File: src/rtl/pcu_pkg.sv
package pcu_pkg;

  // Which candidate address the selector hands to the PC register.
  typedef enum logic [1:0] {
    SRC_SEQ    = 2'd0,
    SRC_BRANCH = 2'd1,
    SRC_JUMP   = 2'd2
  } pc_src_e;

endpackage

File: src/rtl/pcu_seq_adder.sv
module pcu_seq_adder #(
  parameter int ADDR_W  = 32,
  parameter int ALIGN_W = 2
) (
  input  logic [ADDR_W-1:0] pc_i,
  output logic [ADDR_W-1:0] seq_o
);

  localparam int STEP = 1 << ALIGN_W;

  // One instruction forward; the carry out of the top bit is dropped.
  function automatic logic [ADDR_W-1:0] f_step(input logic [ADDR_W-1:0] a);
    return a + ADDR_W'(STEP);
  endfunction

  assign seq_o = f_step(pc_i);

endmodule

File: src/rtl/pcu_branch_calc.sv
module pcu_branch_calc #(
  parameter int ADDR_W  = 32,
  parameter int IMM_W   = 16,
  parameter int ALIGN_W = 2
) (
  input  logic [ADDR_W-1:0] seq_i,
  input  logic [IMM_W-1:0]  imm_i,
  output logic [ADDR_W-1:0] target_o
);

  localparam int EXT_W = ADDR_W - IMM_W - ALIGN_W;

  // Replicate the sign bit, then append zeros for the word scaling.
  function automatic logic [ADDR_W-1:0] f_offset(input logic [IMM_W-1:0] imm);
    return {{EXT_W{imm[IMM_W-1]}}, imm, {ALIGN_W{1'b0}}};
  endfunction

  function automatic logic [ADDR_W-1:0] f_target(input logic [ADDR_W-1:0] base,
                                                 input logic [IMM_W-1:0]  imm);
    return base + f_offset(imm);
  endfunction

  assign target_o = f_target(seq_i, imm_i);

endmodule

File: src/rtl/pcu_jump_calc.sv
module pcu_jump_calc #(
  parameter int ADDR_W  = 32,
  parameter int TGT_W   = 26,
  parameter int ALIGN_W = 2
) (
  input  logic [ADDR_W-TGT_W-ALIGN_W-1:0] pc_hi_i,
  input  logic [TGT_W-1:0]                tgt_i,
  output logic [ADDR_W-1:0]               target_o
);

  localparam int HI_W = ADDR_W - TGT_W - ALIGN_W;

  // Region bits stay, the field supplies the word address inside the region.
  function automatic logic [ADDR_W-1:0] f_region(input logic [HI_W-1:0]  hi,
                                                 input logic [TGT_W-1:0] tgt);
    return {hi, tgt, {ALIGN_W{1'b0}}};
  endfunction

  assign target_o = f_region(pc_hi_i, tgt_i);

endmodule

File: src/rtl/pcu_src_select.sv
module pcu_src_select
  import pcu_pkg::*;
#(
  parameter int ADDR_W = 32
) (
  input  logic              br_en,
  input  logic              alu_zero,
  input  logic              jmp_en,
  input  logic [ADDR_W-1:0] seq_i,
  input  logic [ADDR_W-1:0] branch_i,
  input  logic [ADDR_W-1:0] jump_i,
  output logic              take_branch_o,
  output pc_src_e           src_o,
  output logic [ADDR_W-1:0] next_o
);

  // The branch condition: control gated by the equality result.
  assign take_branch_o = br_en & alu_zero;

  always_comb begin
    if (jmp_en)             src_o = SRC_JUMP;
    else if (take_branch_o) src_o = SRC_BRANCH;
    else                    src_o = SRC_SEQ;
  end

  always_comb begin
    unique case (src_o)
      SRC_JUMP:   next_o = jump_i;
      SRC_BRANCH: next_o = branch_i;
      default:    next_o = seq_i;
    endcase
  end

endmodule

File: src/rtl/next_pc_unit.sv
module next_pc_unit
  import pcu_pkg::*;
#(
  parameter int ADDR_W   = 32,
  parameter int IMM_W    = 16,
  parameter int TGT_W    = 26,
  parameter int ALIGN_W  = 2,
  parameter int RESET_PC = 0
) (
  input  logic              clk,
  input  logic              rst,
  input  logic              br_en,
  input  logic              alu_zero,
  input  logic              jmp_en,
  input  logic [IMM_W-1:0]  imm16,
  input  logic [TGT_W-1:0]  jtarget,
  output logic [ADDR_W-1:0] pc_o
);

  localparam int HI_W = ADDR_W - TGT_W - ALIGN_W;

  logic [ADDR_W-1:0] pc_q;
  logic [ADDR_W-1:0] seq_pc;
  logic [ADDR_W-1:0] br_pc;
  logic [ADDR_W-1:0] jmp_pc;
  logic [ADDR_W-1:0] nxt_pc;
  logic              take_branch;
  pc_src_e           src_sel;

  pcu_seq_adder #(.ADDR_W(ADDR_W), .ALIGN_W(ALIGN_W)) i_seq (
    .pc_i  (pc_q),
    .seq_o (seq_pc)
  );

  pcu_branch_calc #(.ADDR_W(ADDR_W), .IMM_W(IMM_W), .ALIGN_W(ALIGN_W)) i_br (
    .seq_i    (seq_pc),
    .imm_i    (imm16),
    .target_o (br_pc)
  );

  pcu_jump_calc #(.ADDR_W(ADDR_W), .TGT_W(TGT_W), .ALIGN_W(ALIGN_W)) i_jmp (
    .pc_hi_i  (pc_q[ADDR_W-1 -: HI_W]),
    .tgt_i    (jtarget),
    .target_o (jmp_pc)
  );

  pcu_src_select #(.ADDR_W(ADDR_W)) i_sel (
    .br_en         (br_en),
    .alu_zero      (alu_zero),
    .jmp_en        (jmp_en),
    .seq_i         (seq_pc),
    .branch_i      (br_pc),
    .jump_i        (jmp_pc),
    .take_branch_o (take_branch),
    .src_o         (src_sel),
    .next_o        (nxt_pc)
  );

  always_ff @(posedge clk) begin
    if (rst) pc_q <= ADDR_W'(RESET_PC);
    else     pc_q <= nxt_pc;
  end

  assign pc_o = pc_q;

endmodule

File: config.mk
export PLATFORM = sky130hd
export DESIGN_NAME = next_pc_unit
export DESIGN_NICKNAME = d
export VERILOG_FILES = /design/src/rtl/pcu_pkg.sv /design/src/rtl/pcu_seq_adder.sv /design/src/rtl/pcu_branch_calc.sv /design/src/rtl/pcu_jump_calc.sv /design/src/rtl/pcu_src_select.sv /design/src/rtl/next_pc_unit.sv
export SDC_FILE = /design/constraint.sdc
export NUM_CORES = 1
export LEC_CHECK = 0
export ABC_AREA = 1
export BUFFER_PORTS_ARGS = -buffer_cell sky130_fd_sc_hd__buf_2
export CAP_MARGIN = 40
export CORE_MARGIN = 4
export CORE_UTILIZATION = 30
export CTS_CLUSTER_SIZE = 20
export DETAILED_ROUTE_END_ITERATION = 6
export HOLD_SLACK_MARGIN = 0.05
export SLEW_MARGIN = 20
export SYNTH_ARGS = -nofsm -noshare
export SYNTH_HDL_FRONTEND = slang
export SYNTH_SLANG_ARGS = --single-unit
export TNS_END_PERCENT = 20
File: constraint.sdc
create_clock -name clk -period 5.7 [get_ports clk]
set_clock_uncertainty 0.1 [all_clocks]
set_input_delay 0.855 -clock clk [delete_from_list [all_inputs] [get_ports clk]]
set_output_delay 0.855 -clock clk [all_outputs]
set_load 0.02 [all_outputs]
== After elaboration in Yosys (flattened, before gate mapping) ==
Cells that the tools add are included.

* Add/sub/neg operators: 2
* Eq/ne operators: 2
* Muxes and demuxes: 3
* Bitwise logic cells: 1

{| class="wikitable"
|+ Operators with widths
! cell !! count
|-
| $pmux W32 S2 || 1
|-
| $add A32 B3 Y32 const B || 1
|-
| $add A32 B32 Y32 || 1
|-
| $eq A2 B1 Y1 const B || 1
|-
| $eq A2 B2 Y1 const B || 1
|-
| $mux W2 || 1
|-
| $and A1 B1 Y1 || 1
|-
| $mux W1 || 1
|}

* Flip-flop bits (word level): 32
* Bits of input ports: 47
* Output and inout port bits: 32
* Word-level logic and storage cells: 10

== Depth between registers and ports, before layout ==
Gate-level depths: netlist (run 1).

* Depth after elaboration: 5
* Depth in mapped cells: 26
* Mapped depth without buffers: 26

== Cells and area by module ==
A second synthesis (run 1) with hierarchy kept.

* Cells, all modules: 961
* Area total of the unflattened synthesis: 5227.5 µm²

{| class="wikitable"
|+ By module, submodules not included
! module !! times used !! cells an instance !! area an instance (µm²) !! seq. area each (µm²)
|-
| pcu_branch_calc || 1 || 448 || 2245.9 || 0.0
|-
| next_pc_unit || 1 || 99 || 914.6 || 640.6
|-
| pcu_src_select || 1 || 204 || 913.4 || 0.0
|-
| pcu_seq_adder || 1 || 177 || 909.6 || 0.0
|-
| pcu_jump_calc || 1 || 33 || 244.0 || 0.0
|}

== Worst setup path after synthesis (run 1) ==
Ideal clock, no wire load.

* Kind: flip-flop to flip-flop
* Start point: reg pc_q[2] (netlist: pc_o[2])
* End point: reg pc_q[29] (netlist: pc_o[29])
* Library setup time: 0.109 ns
* Arrival time: 2.643 ns
* Required time: 5.491 ns
* Setup slack: 2.848 ns
* Cell stages (with the launch flop): 25
* Buffers on the path: 0
* Cells stage by stage: dfxtp_1 ha_1 nand2_2 nor2_4 inv_2 nor2_4 nand2_1 inv_1 nand2_1 inv_1 nand2_1 nand2_1 inv_1 ha_1 nand2_1 nand2_1 o21bai_1 a21oi_1 nor2_1 nor2_1 nand2_1 nand2_1 nand3_1 nand2_1 inv_1

* Word-level cells in the longest chain between the ends: 3

{| class="wikitable"
|+ RTL lines
! element !! RTL line !! text
|-
| start, declared || next_pc_unit.sv:22 || <nowiki>logic [ADDR_W-1:0] pc_q;</nowiki>
|-
| start signal, assigned || next_pc_unit.sv:60 || <nowiki>if (rst) pc_q <= ADDR_W'(RESET_PC);</nowiki>
|-
| start signal, assigned || next_pc_unit.sv:61 || <nowiki>else pc_q <= nxt_pc;</nowiki>
|-
| $add A32 B3 Y32 * || pcu_seq_adder.sv:13 || <nowiki>return a + ADDR_W'(STEP);</nowiki>
|-
| $add A32 B32 Y32 || pcu_branch_calc.sv:20 || <nowiki>return base + f_offset(imm);</nowiki>
|-
| $pmux W32 S2 * || pcu_src_select.sv:27 || <nowiki>unique case (src_o)</nowiki>
|}

Mark *: on every way between the ends. The rest lies on a longest branch, timed or not.
A chain may end at the register's enable or synchronous reset.

== Worst setup path after layout (run 1) ==
* Start point: reg pc_q[2] (netlist: pc_o[2])
* End point: reg pc_q[27] (netlist: pc_o[27])

The elaborated chain is that of the path after synthesis.

==> metrics.md, run 1 <==
| Metric | Value |
|---|---|
| Status | `complete, no violations` |
| Synth cell types | `40` |
| Switching Share | `0.401` |
| Die H | `127 um` |
| GRT met1 Usage | `0.260` |
| Yosys warnings | `0` |
| Worst Setup Path Type | `flip-flop to flip-flop` |
| GRT overflow | `0` |
| Int Power | `515 uW` |
| Via count | `4931` |
| Worst Hold Class | `flip-flop to flip-flop` |
| Leak | `2.59 nW` |
| Final Core Density | `0.354` |
| CP Capture Type | `flip-flop` |
| WL/cell | `15.0 um` |
| Root buf cell | `clkbuf_16` |
| Post-cts resize count | `0` |
| Worst flop-to-flop path startpoint | `pc_o[2]$_SDFF_PP0_` |
| Layout cell share with drive strength beyond 1 | `0.135` |
| Crit path arrival time | `3.45 ns` |
| Total Neg Setup Slack | `0 ns` |
| Critical Path Sink | `pc_o[27]$_SDFF_PP0_` |
| Maximum clock rate | `about 0.3 GHz` |
| FF+latch count, synth | `30` |
| PwrDens | `around 180 nW/um^2` |
| Nets@finish | `924` |
| Worst Path Max Fanout | `5` |
| Vias in the first global route | `around 4700` |
| Placeable Area | `13800 sq um` |
| Post-Syn Area per Cell | `approximately 5.4 sq um` |
| Most Crowded Layer GR | `met2` |
| Num CTS Buffers | `5` |
| Die width | `127 um` |
| CTS tree | `built` |
| 1st-iter DRT viols | `roughly 400` |
| Clock power frac | `0.316` |
| Final min period | `3.35 ns` |
| Final Slew Violations | `0` |
| Worst Setup Start Kind | `flip-flop` |
| Maximum VDD drop | `0.109 mV` |
| Worst-Margin Slew | `0.790 ns` |
| Crit path launch | `pc_o[2]$_SDFF_PP0_` |
| Cell area after synthesis | `4210 sq um` |
| Initial cell density of the core | `0.305` |
| Residual DRC | `0` |
| Post-CTS Setup Inserts | `0` |
| Hold WS | `approximately 0.54 ns` |
| Unrepaired setup endpoints after global routing | `no` |
| Full die area | `16000 sq um` |
| Worst-case clock buffer depth | `2` |
| Latest clock arrival within the worst-skew pair | `~0.28 ns` |
| Core Rows | `43` |
| Detailed Route WL | `15.3 mm` |
| GR Util met3 | `0.0160` |
| Largest register FFs | `30` |
| Rel. slew slack | `0.473` |
| Seq/Total Area, Yosys | `0.143` |
| Post-DP HPWL | `~13 mm` |
| First-pass GRT wire length | `24.1 mm` |
| Synth Instances | `773` |
| Final Hold Fails | `0` |
| Worst EP required | `about 5.8 ns` |
| Flop-to-flop setup slack | `2.35 ns` |
| Largest net degree at the start of global routing | `32` |
| R2r worst-path depth | `16` |
| Sink Count | `30` |
| N_diodes | `0` |
| GP Congestion | `0.990` |
| Via density per instance | `4.81` |
| Worst flop-to-flop path endpoint | `pc_o[27]$_SDFF_PP0_` |
| Antenna-violating nets left | `0` |
| Post-DP Area | `4750 sq um` |
| Io pins | `79` |
| Met2 global-route usage | `0.318` |
| # port buffers | `76` |
| Fillers | `1550` |
| Max-Cap Viols | `0` |
| CTS Hold Buffers Added | `0` |
| Setup-failing EPs final | `0` |
| Sequential share of power | `0.287` |
| Clock transition at path regs | `0.05 ns` |
| Initial antenna violation count | `0` |
| GRT Resource Usage Total | `0.188` |
| Synthesis-to-finish area growth | `16.3%` |
| Final Cycle Share | `0.587` |
| Sw power | `between 300 and 400 uW` |
| # H-tree levels | `2` |
| Fin area | `just under 5000 sq um` |
| Comb power frac | `0.398` |
| Pre-antenna DRT Iters | `5` |
[layer usage]
layer | wire length, um | vias up
li1 | - | 2592
met1 | 7260 | 2176
met5 | 0 | -
met2 | 6940 | 142
met3 | 820 | 21
met4 | 322 | 0
[layout make-up]
class                   count  area, sq um  share of cell area
multi-input cells         612         3090               0.630
flip-flops and latches     30          601               0.123
inverters                 119          447              0.0912
repair buffers             77          388              0.0792
well taps                 180          225              0.0460
clock buffers               6          139              0.0283
clock inverters             2         12.5             0.00255
[cell usage in the layout, fill, tap and decap left out, types with 17 or more instances in the layout]
cell	count
ha_1	31
nand3_1	65
a21oi_1	43
o21ai_0	17
nand2_1	280
nor2_1	71
buf_2	76
inv_1	115
dfxtp_1	30
[how the worst min path moves through the flow]
stage	from	endpoint	slack, ns	cells past startpoint
floorplan	pc_o[28]$_SDFFE_PP0P_	pc_o[28]$_SDFFE_PP0P_	0.56	4
CTS	pc_o[28]$_SDFFE_PP0P_	pc_o[28]$_SDFFE_PP0P_	0.54	4
detailed placement	pc_o[28]$_SDFFE_PP0P_	pc_o[28]$_SDFFE_PP0P_	0.53	4
global route	pc_o[30]$_SDFFE_PP0P_	pc_o[30]$_SDFFE_PP0P_	0.58	4
finish	pc_o[28]$_SDFFE_PP0P_	pc_o[28]$_SDFFE_PP0P_	0.54	4
global placement	pc_o[28]$_SDFFE_PP0P_	pc_o[28]$_SDFFE_PP0P_	0.53	4
[kinds of logic after synthesis]
kind of cell,Yosys count,share of synthesized area
simple gates,468,0.473
buf+inv,132,0.126
compound gates,94,0.128
fa+ha+maj,32,0.0968
flops,30,0.143
xor+xnor,16,0.0333
other cells,1,0.000890
[cells in the mapped netlist]
master / n / area share
nand2_1: 280 / 0.25
inv_1: 115 / 0.10
nor2_1: 72 / 0.064
nand3_1: 65 / 0.077
a21oi_1: 43 / 0.051
ha_1: 31 / 0.092
dfxtp_1: 30 / 0.14
o21ai_0: 17 / 0.020
a31oi_1: 12 / 0.018
xor2_1: 12 / 0.025
nand4_1: 11 / 0.016
or2_2: 10 / 0.015
nor3_1: 8 / 0.0095
clkbuf_1: 7 / 0.0062
o21bai_1: 7 / 0.012
nand2_2: 5 / 0.0074
a21boi_0: 4 / 0.0071
nand3b_1: 4 / 0.0071
nor2_4: 4 / 0.011
xnor2_1: 4 / 0.0083
a21o_1: 3 / 0.0053
buf_4: 3 / 0.0053
inv_2: 3 / 0.0027
nor3_2: 3 / 0.0071
and2_1: 2 / 0.0030
nor2_2: 2 / 0.0030
nor4_1: 2 / 0.0030
o21ai_1: 2 / 0.0024
a21boi_1: 1 / 0.0018
a21oi_2: 1 / 0.0021
a221oi_1: 1 / 0.0021
a22o_1: 1 / 0.0021
clkbuf_8: 1 / 0.0033
clkinv_1: 1 / 0.00089
conb_1: 1 / 0.00089
dlygate4sd1_1: 1 / 0.0021
dlymetal6s2s_1: 1 / 0.0030
fa_1: 1 / 0.0048
o21a_1: 1 / 0.0018
o22ai_1: 1 / 0.0015
[per-stage QoR]
| step | setup slack, ns | instances | power (mW) |
|---|---|---|---|
| floorplan | 2.85 | 774 | 0.485 |
| global placement | 2.41 | 1018 | 0.590 |
| detailed placement | 2.43 | 1018 | 0.590 |
| CTS | 2.37 | 1026 | 0.860 |
| global route | 1.91 | 1026 | 0.918 |
| finish | 2.35 | 1026 | 0.860 |
[power groups by stage]
stage | clock network, mW | registers [mW] | logic [mW]
after floorplan | 0 | 0.264 | 0.220
after global routing | 0.284 | 0.250 | 0.385
after global placement | 0 | 0.251 | 0.339
after detailed placement | 0 | 0.251 | 0.338
after CTS | 0.274 | 0.247 | 0.340
final | 0.271 | 0.247 | 0.342
[worst max-delay path, stage by stage, from the launching register on]
cell and delay [ns]:
dfxtp_1 0.43, ha_1 0.28, nand2_2 0.09, nor2_4 0.17, nand2_1 0.18, nor2_1 0.16, xor2_1 0.35, ha_1 0.36
a21oi_1 0.21, nand2_1 0.13, a21oi_1 0.26, nor2_1 0.07, nor2_1 0.15, nand2_1 0.07, nand2_1 0.06, nand3_1 0.07
a21oi_1 0.13
(Power assumes the default switching activity.)
==> run 2, diff against run 1 <==
==> constraint.sdc (replaced) <==
create_clock -name clk -period 2.8 [get_ports clk]
set_clock_uncertainty 0.1 [all_clocks]
set_input_delay 0.42 -clock clk [delete_from_list [all_inputs] [get_ports clk]]
set_output_delay 0.42 -clock clk [all_outputs]
set_load 0.02 [all_outputs]
==> run 2 against run 1 <==
  * The run now ends with negative setup slack left
  * Wire length grew 14%
  * Cell count grew 15%
  * Sequential share of layout area shrank 3.1 points
  * Power grew to 2.5 times the previous value
  * Critical path type unchanged
  * Critical endpoint is now pc_o[22]$_SDFF_PP0_
  * Largest cell class unchanged
  * Largest power group unchanged
==> metrics.md, run 2 (same netlist as run 1, synthesis figures left out) <==
| Metric | Value |
|---|---|
| CTS tree | `built` |
| Setup-failing EPs final | `10` |
| Worst Hold Class | `primary input to flip-flop` |
| Pre-CTS WS | `-0.374 ns` |
| Status | `finished, violations left` |
| Vias in the first global route | `about 5500` |
| Total Neg Setup Slack | `-0.410 ns` |
| Worst Setup Path Type | `flip-flop to flip-flop` |
| Largest net degree at the start of global routing | `31` |
| PwrDens | `313 nW/um^2` |
| WP buf/inv | `4` |
| Worst-Margin Slew | `0.576 ns` |
| Final Core Density | `0.499` |
| Largest register FFs | `30` |
| Crit path largest cell delay | `0.35 ns` |
| Non-filler cells, final | `about 1200` |
| Most common cell on crit path | `buf_4` |
| Crit path arrival time | `about 3 ns` |
| CP Capture Type | `flip-flop` |
| Detailed Route WL | `17.5 mm` |
| Commonest non-fill, non-tap cell in the layout | `nand2_1` |
| Initial antenna violation count | `0` |
| Placed Cells | `1159` |
| Worst Setup Start Kind | `flip-flop` |
| Hold WS | `between 0.3 and 0.4 ns` |
| Initial cell density of the core | `0.305` |
| Synthesis-to-finish area growth | `63.9%` |
| Core Rows | `43` |
| GRT overflow | `0` |
| First-pass GRT wire length | `27.1 mm` |
| Die H | `127 um` |
| # port buffers | `76` |
| Fillers | `1345` |
| Most frequent cells in the layout | `nand2_1 (249), buf_4 (151), inv_1 (107)` |
| Final Hold Fails | `0` |
| N_diodes | `0` |
| Full die area | `between 15000 and 20000 sq um` |
| Antenna-violating nets left | `0` |
| Post-DP HPWL | `13.7 mm` |
| Rel. slew slack | `0.616` |
| Max-Cap Viols | `0` |
| Via density per instance | `4.88` |
| GP Congestion | `0.963` |
| Failing checks | `negative setup slack` |
| Nets@finish | `1077` |
| # H-tree levels | `2` |
| Sink Count | `30` |
| Worst Path Max Fanout | `3` |
| Latest clock arrival within the worst-skew pair | `0.28 ns` |
| GRT Resource Usage Total | `0.211` |
| Pre-antenna DRT Iters | `5` |
| Die width | `between 100 and 150 um` |
| Post-DP Area | `just under 6000 sq um` |
| Maximum clock rate | `~0.35 GHz` |
| Unrepaired setup endpoints after global routing | `yes` |
| Fin area | `6910 sq um` |
| Root buf cell | `clkbuf_16` |
| Clock transition at path regs | `0.05 ns` |
| Layout cell share with drive strength beyond 1 | `0.431` |
| Residual DRC | `0` |
| Worst-case clock buffer depth | `2` |
| Final Cycle Share | `1.03` |
| Total Power | `2.16 mW` |
| Final Slew Violations | `0` |
| CP delay by family, top | `simple AND/OR/NAND/NOR gates` |
| Worst EP required | `2.91 ns` |
| WL/cell | `14.8 um` |
| 1st-iter DRT viols | `462` |
| Slowest cell on the critical path | `dfxtp_2` |
| Placeable Area | `around 14000 sq um` |
| Final min period | `2.90 ns` |
| Leak | `3.53 nW` |
| Final WS setup | `-0.0977 ns` |
| Num CTS Buffers | `5` |
| Cell Chain, Critical Path | `nand2_4, buf_6, nor3_4, nand2_2, nor3_4, xor2_2, ha_4, buf_4, nand2_4, nor2_4, buf_4, a21oi_4, buf_4, nand3_1, nand2_1, nand3_2, a21oi_2` |
| Maximum VDD drop | `around 0.19 mV` |
| Io pins | `79` |
| Via count | `5749` |
## run 2: changes by cell type in the layout (fill, tap and decap cells not counted), moves of 12 or more
| cell | previous run | this run |
|---|---|---|
| dfxtp_1 | 30 | 11 |
| a21oi_1 | 43 | 16 |
| a21oi_2 | 1 | 24 |
| ha_1 | 31 | 15 |
| nor2_2 | 3 | 24 |
| nand2_1 | 280 | 249 |
| ha_4 | 0 | 16 |
| nor2_4 | 4 | 16 |
| dfxtp_2 | 0 | 17 |
| nor2_1 | 71 | 38 |
| nand2_2 | 5 | 31 |
| buf_4 | 1 | 151 |
## run 2: per-layer routing
| metal | routed length, um | vias to the layer above | GRT usage |
|---|---|---|---|
| met3 | 884 | 33 | 0.0160 |
| met1 | 7790 | 2623 | 0.283 |
| li1 | - | 2922 | - |
| met4 | 441 | 0 | 0.0625 |
| met5 | 0 | - | 0 |
| met2 | 8390 | 171 | 0.364 |
## run 2: report_power, final
part           switching, mW  internal, mW  total [mW]
Combinational          0.623         0.483        1.11
Sequential            0.0364         0.463       0.499
Clock                  0.200         0.352       0.552
Total                  0.860          1.30        2.16
## run 2: layout make-up
cell class	count	area, sq um	share of cell area
Clock inverter	1	5.00	0.000725
Inverter	119	452	0.0654
Sequential cell	30	629	0.0911
Multi-Input combinational cell	612	3900	0.565
Clock buffer	7	143	0.0207
Timing Repair Buffer	230	1550	0.224
Tap cell	180	225	0.0326
## run 2: worst paths after layout
check                   startpoint                     to  slack (ns)  cells past startpoint
max            pc_o[10]$_SDFF_PP0_    pc_o[22]$_SDFF_PP0_        -0.1                     17
min                     jtarget[1]     pc_o[3]$_SDFF_PP0_        0.30                      3
max reg2reg    pc_o[10]$_SDFF_PP0_    pc_o[22]$_SDFF_PP0_        -0.1                     17
min reg2reg  pc_o[31]$_SDFFE_PP0P_  pc_o[31]$_SDFFE_PP0P_        0.55                      4
## run 2: worst min-delay path, delay by kind of cell
kind	cells	cell delay [ns]
compound gates	1	0.07
buf+inv	1	0.08
simple gates	1	0.08
## run 2: what timing repair did
item / in CTS / in global routing
setup endpoints to repair: 22 / 23
hold buffers: 0 / 0
pin swaps: 29 / 47
gates cloned: 0 / 0
setup buffers: 6 / 6
resized for setup: 119 / 92
hold endpoints to repair: 0 / 0
==> run 3, diff against run 2 <==
--- a/config.mk
+++ b/config.mk
@@ -8,11 +8,12 @@
 export ABC_AREA = 1
 export BUFFER_PORTS_ARGS = -buffer_cell sky130_fd_sc_hd__buf_2
 export CAP_MARGIN = 40
-export CORE_MARGIN = 4
+export CORE_MARGIN = 2
 export CORE_UTILIZATION = 30
 export CTS_CLUSTER_SIZE = 20
 export DETAILED_ROUTE_END_ITERATION = 6
 export HOLD_SLACK_MARGIN = 0.05
+export SETUP_SLACK_MARGIN = 0.05
 export SLEW_MARGIN = 20
 export SYNTH_ARGS = -nofsm -noshare
 export SYNTH_HDL_FRONTEND = slang
==> run 3 against run 2 <==
  * The run still ends with negative setup slack left
  * Register-to-register slack hardly changed
  * First-iteration DRC count shrank 22%
  * Clock power shrank 6.5%
  * Cell count shrank 1.0%
==> metrics.md, run 3 (same netlist as run 1, synthesis figures left out) <==
| Metric | Value |
|---|---|
| Status | `finished, violations left` |
| Failing checks | `negative setup slack` |
| Hold WS | `0.313 ns` |
| # H-tree levels | `2` |
| Detailed Route WL | `approximately 17 mm` |
| Die width | `123 um` |
| Non-filler cells, final | `1167` |
| Most common cell on crit path | `nand2_1` |
| Sink Count | `30` |
| Layout cell share with drive strength beyond 1 | `0.429` |
| R2r worst-path depth | `20` |
| Maximum VDD drop | `0.191 mV` |
| Unrepaired setup endpoints after global routing | `yes` |
| GP Congestion | `1.00` |
| Die H | `123 um` |
| WP buf/inv | `5` |
| Final Core Density | `0.497` |
| Worst EP required | `2.91 ns` |
| Final WS setup | `-0.0900 ns` |
| Largest net degree at the start of global routing | `31` |
| Worst Hold Class | `primary input to flip-flop` |
| Num CTS Buffers | `5` |
| Final Cycle Share | `1.03` |
| CP Capture Type | `flip-flop` |
| N_diodes | `0` |
| Final min period | `2.89 ns` |
| # port buffers | `76` |
| Full die area | `15000 sq um` |
| Io pins | `79` |
| Clock transition at path regs | `~0.050 ns` |
| Placeable Area | `13800 sq um` |
| Placed Cells | `~1200` |
| Slowest cell on the critical path | `dfxtp_2` |
| Latest clock arrival within the worst-skew pair | `around 0.28 ns` |
| CP delay by family, top | `simple AND/OR/NAND/NOR gates` |
| Max-Cap Viols | `0` |
| Int Power | `1.28 mW` |
| Worst-Margin Slew | `0.661 ns` |
| Final Slew Violations | `0` |
| Fillers | `1403` |
| Crit path arrival time | `approximately 3.0 ns` |
| Flop-to-flop setup slack | `-0.09 ns` |
| CTS tree | `built` |
| Synthesis-to-finish area growth | `62.5%` |
| Final Hold Fails | `0` |
| Core Rows | `43` |
| Worst Setup Path Type | `flip-flop to flip-flop` |
| Antenna-violating nets left | `0` |
| Largest register FFs | `30` |
| Worst Setup Start Kind | `flip-flop` |
| Switching Share | `0.399` |
| Clock power frac | `0.242` |
| First-pass GRT wire length | `26.1 mm` |
| Root buf cell | `clkbuf_16` |
| Pre-antenna DRT Iters | `5` |
| Via density per instance | `4.80` |
| Vias in the first global route | `5216` |
| GRT overflow | `0` |
| Rel. slew slack | `0.559` |
| Leak | `3.51 nW` |
| Worst-case clock buffer depth | `2` |
| Fin area | `between 6000 and 7000 sq um` |
| PwrDens | `311 nW/um^2` |
| GRT Resource Usage Total | `0.226` |
| Nets@finish | `1066` |
| Critical Path Stages | `20` |
| FF/Latch Area | `623 sq um` |
| Worst Path Max Fanout | `4` |
| Comb power frac | `0.526` |
| Post-DP HPWL | `13.5 mm` |
| Sw power | `approximately 850 uW` |
| Maximum clock rate | `around 0.35 GHz` |
| Crit path largest cell delay | `0.33 ns` |
| 1st-iter DRT viols | `361` |
| Via count | `5601` |
| Initial antenna violation count | `0` |
| Initial cell density of the core | `0.306` |
| Number of cells on the worst hold path | `3` |
| Post-DP Area | `about 5700 sq um` |
| Setup-failing EPs final | `7` |
| Residual DRC | `0` |
| Multi-input gate area | `~4000 sq um` |
| Most frequent cells in the layout | `nand2_1 (239), buf_4 (139), inv_1 (111)` |
| Commonest non-fill, non-tap cell in the layout | `nand2_1` |
| WL/cell | `~15 um` |
| Sequential share of power | `0.232` |
| Cell Chain, Critical Path | `nand2_1, nor2_2, nand2_1, nor2_2, buf_4, or2_2, nand2_1, inv_2, ha_2, nand2_2, inv_1, nand2_1, nand2_1, a21oi_2, buf_4, buf_4, nand2_1, nand2_1, nand3_1, a21oi_1` |
[run 3: routing by layer]
layer	GRT usage	wire length (um)	up-vias
li1	-	-	2886
met1	0.304	7840	2511
met2	0.377	7870	166
met3	0.0177	742	38
met4	0.0812	601	0
met5	0	0	-
[run 3: path summary, 6_finish.rpt]
kind                                             from                     to
worst min register to register  pc_o[31]$_SDFFE_PP0P_  pc_o[31]$_SDFFE_PP0P_
worst max register to register     pc_o[6]$_SDFF_PP0_    pc_o[19]$_SDFF_PP0_
worst min-delay path                       jtarget[6]     pc_o[8]$_SDFF_PP0_
worst max-delay path               pc_o[6]$_SDFF_PP0_    pc_o[19]$_SDFF_PP0_
[run 3: power by group through the flow]
stage | sequential (mW) | clock, mW | combinational, mW
2_1_floorplan | 0.538 | 0 | 0.449
3_3_place_gp | 0.495 | 0 | 0.886
3_5_place_dp | 0.496 | 0 | 0.890
4_1_cts | 0.489 | 0.522 | 1.01
5_1_grt | 0.498 | 0.546 | 1.22
6_report | 0.494 | 0.516 | 1.12
[run 3: final cells by class]
cell class,count,area share
Multi-Input combinational cell,612,0.577
Timing Repair Buffer,219,0.215
Tap cell,180,0.0329
Clock buffer,7,0.0194
Sequential cell,30,0.0910
Inverter,119,0.0654
[run 3: metrics by stage]
stage | setup WS (ns) | power [mW] | setup TNS, ns
3_5_place_dp | -0.306 | 1.39 | -3.75
3_3_place_gp | -0.274 | 1.38 | -3.37
4_1_cts | -0.0161 | 2.02 | -0.0357
6_report | -0.0900 | 2.13 | -0.350
5_1_grt | -0.233 | 2.27 | -3.01
2_1_floorplan | 0.0620 | 0.987 | 0
[run 3: worst register-to-register path: stages, from the launching register on]
cell and delay, ns:
dfxtp_2 0.33, nand2_1 0.09, nor2_2 0.16, nand2_1 0.10, nor2_2 0.17, buf_4 0.14
or2_2 0.09, nand2_1 0.09, inv_2 0.10, ha_2 0.31, nand2_2 0.12, inv_1 0.05
nand2_1 0.06, nand2_1 0.10, a21oi_2 0.17, buf_4 0.13, buf_4 0.10, nand2_1 0.06
nand2_1 0.06, nand3_1 0.12, a21oi_1 0.17
[run 3: timing repair]
action                                  CTS  global route
endpoints found under the setup margin   23            24
gates resized for setup                 117            99
pin swaps                                39            58
buffers inserted                          4             6
hold buffers                              0             0
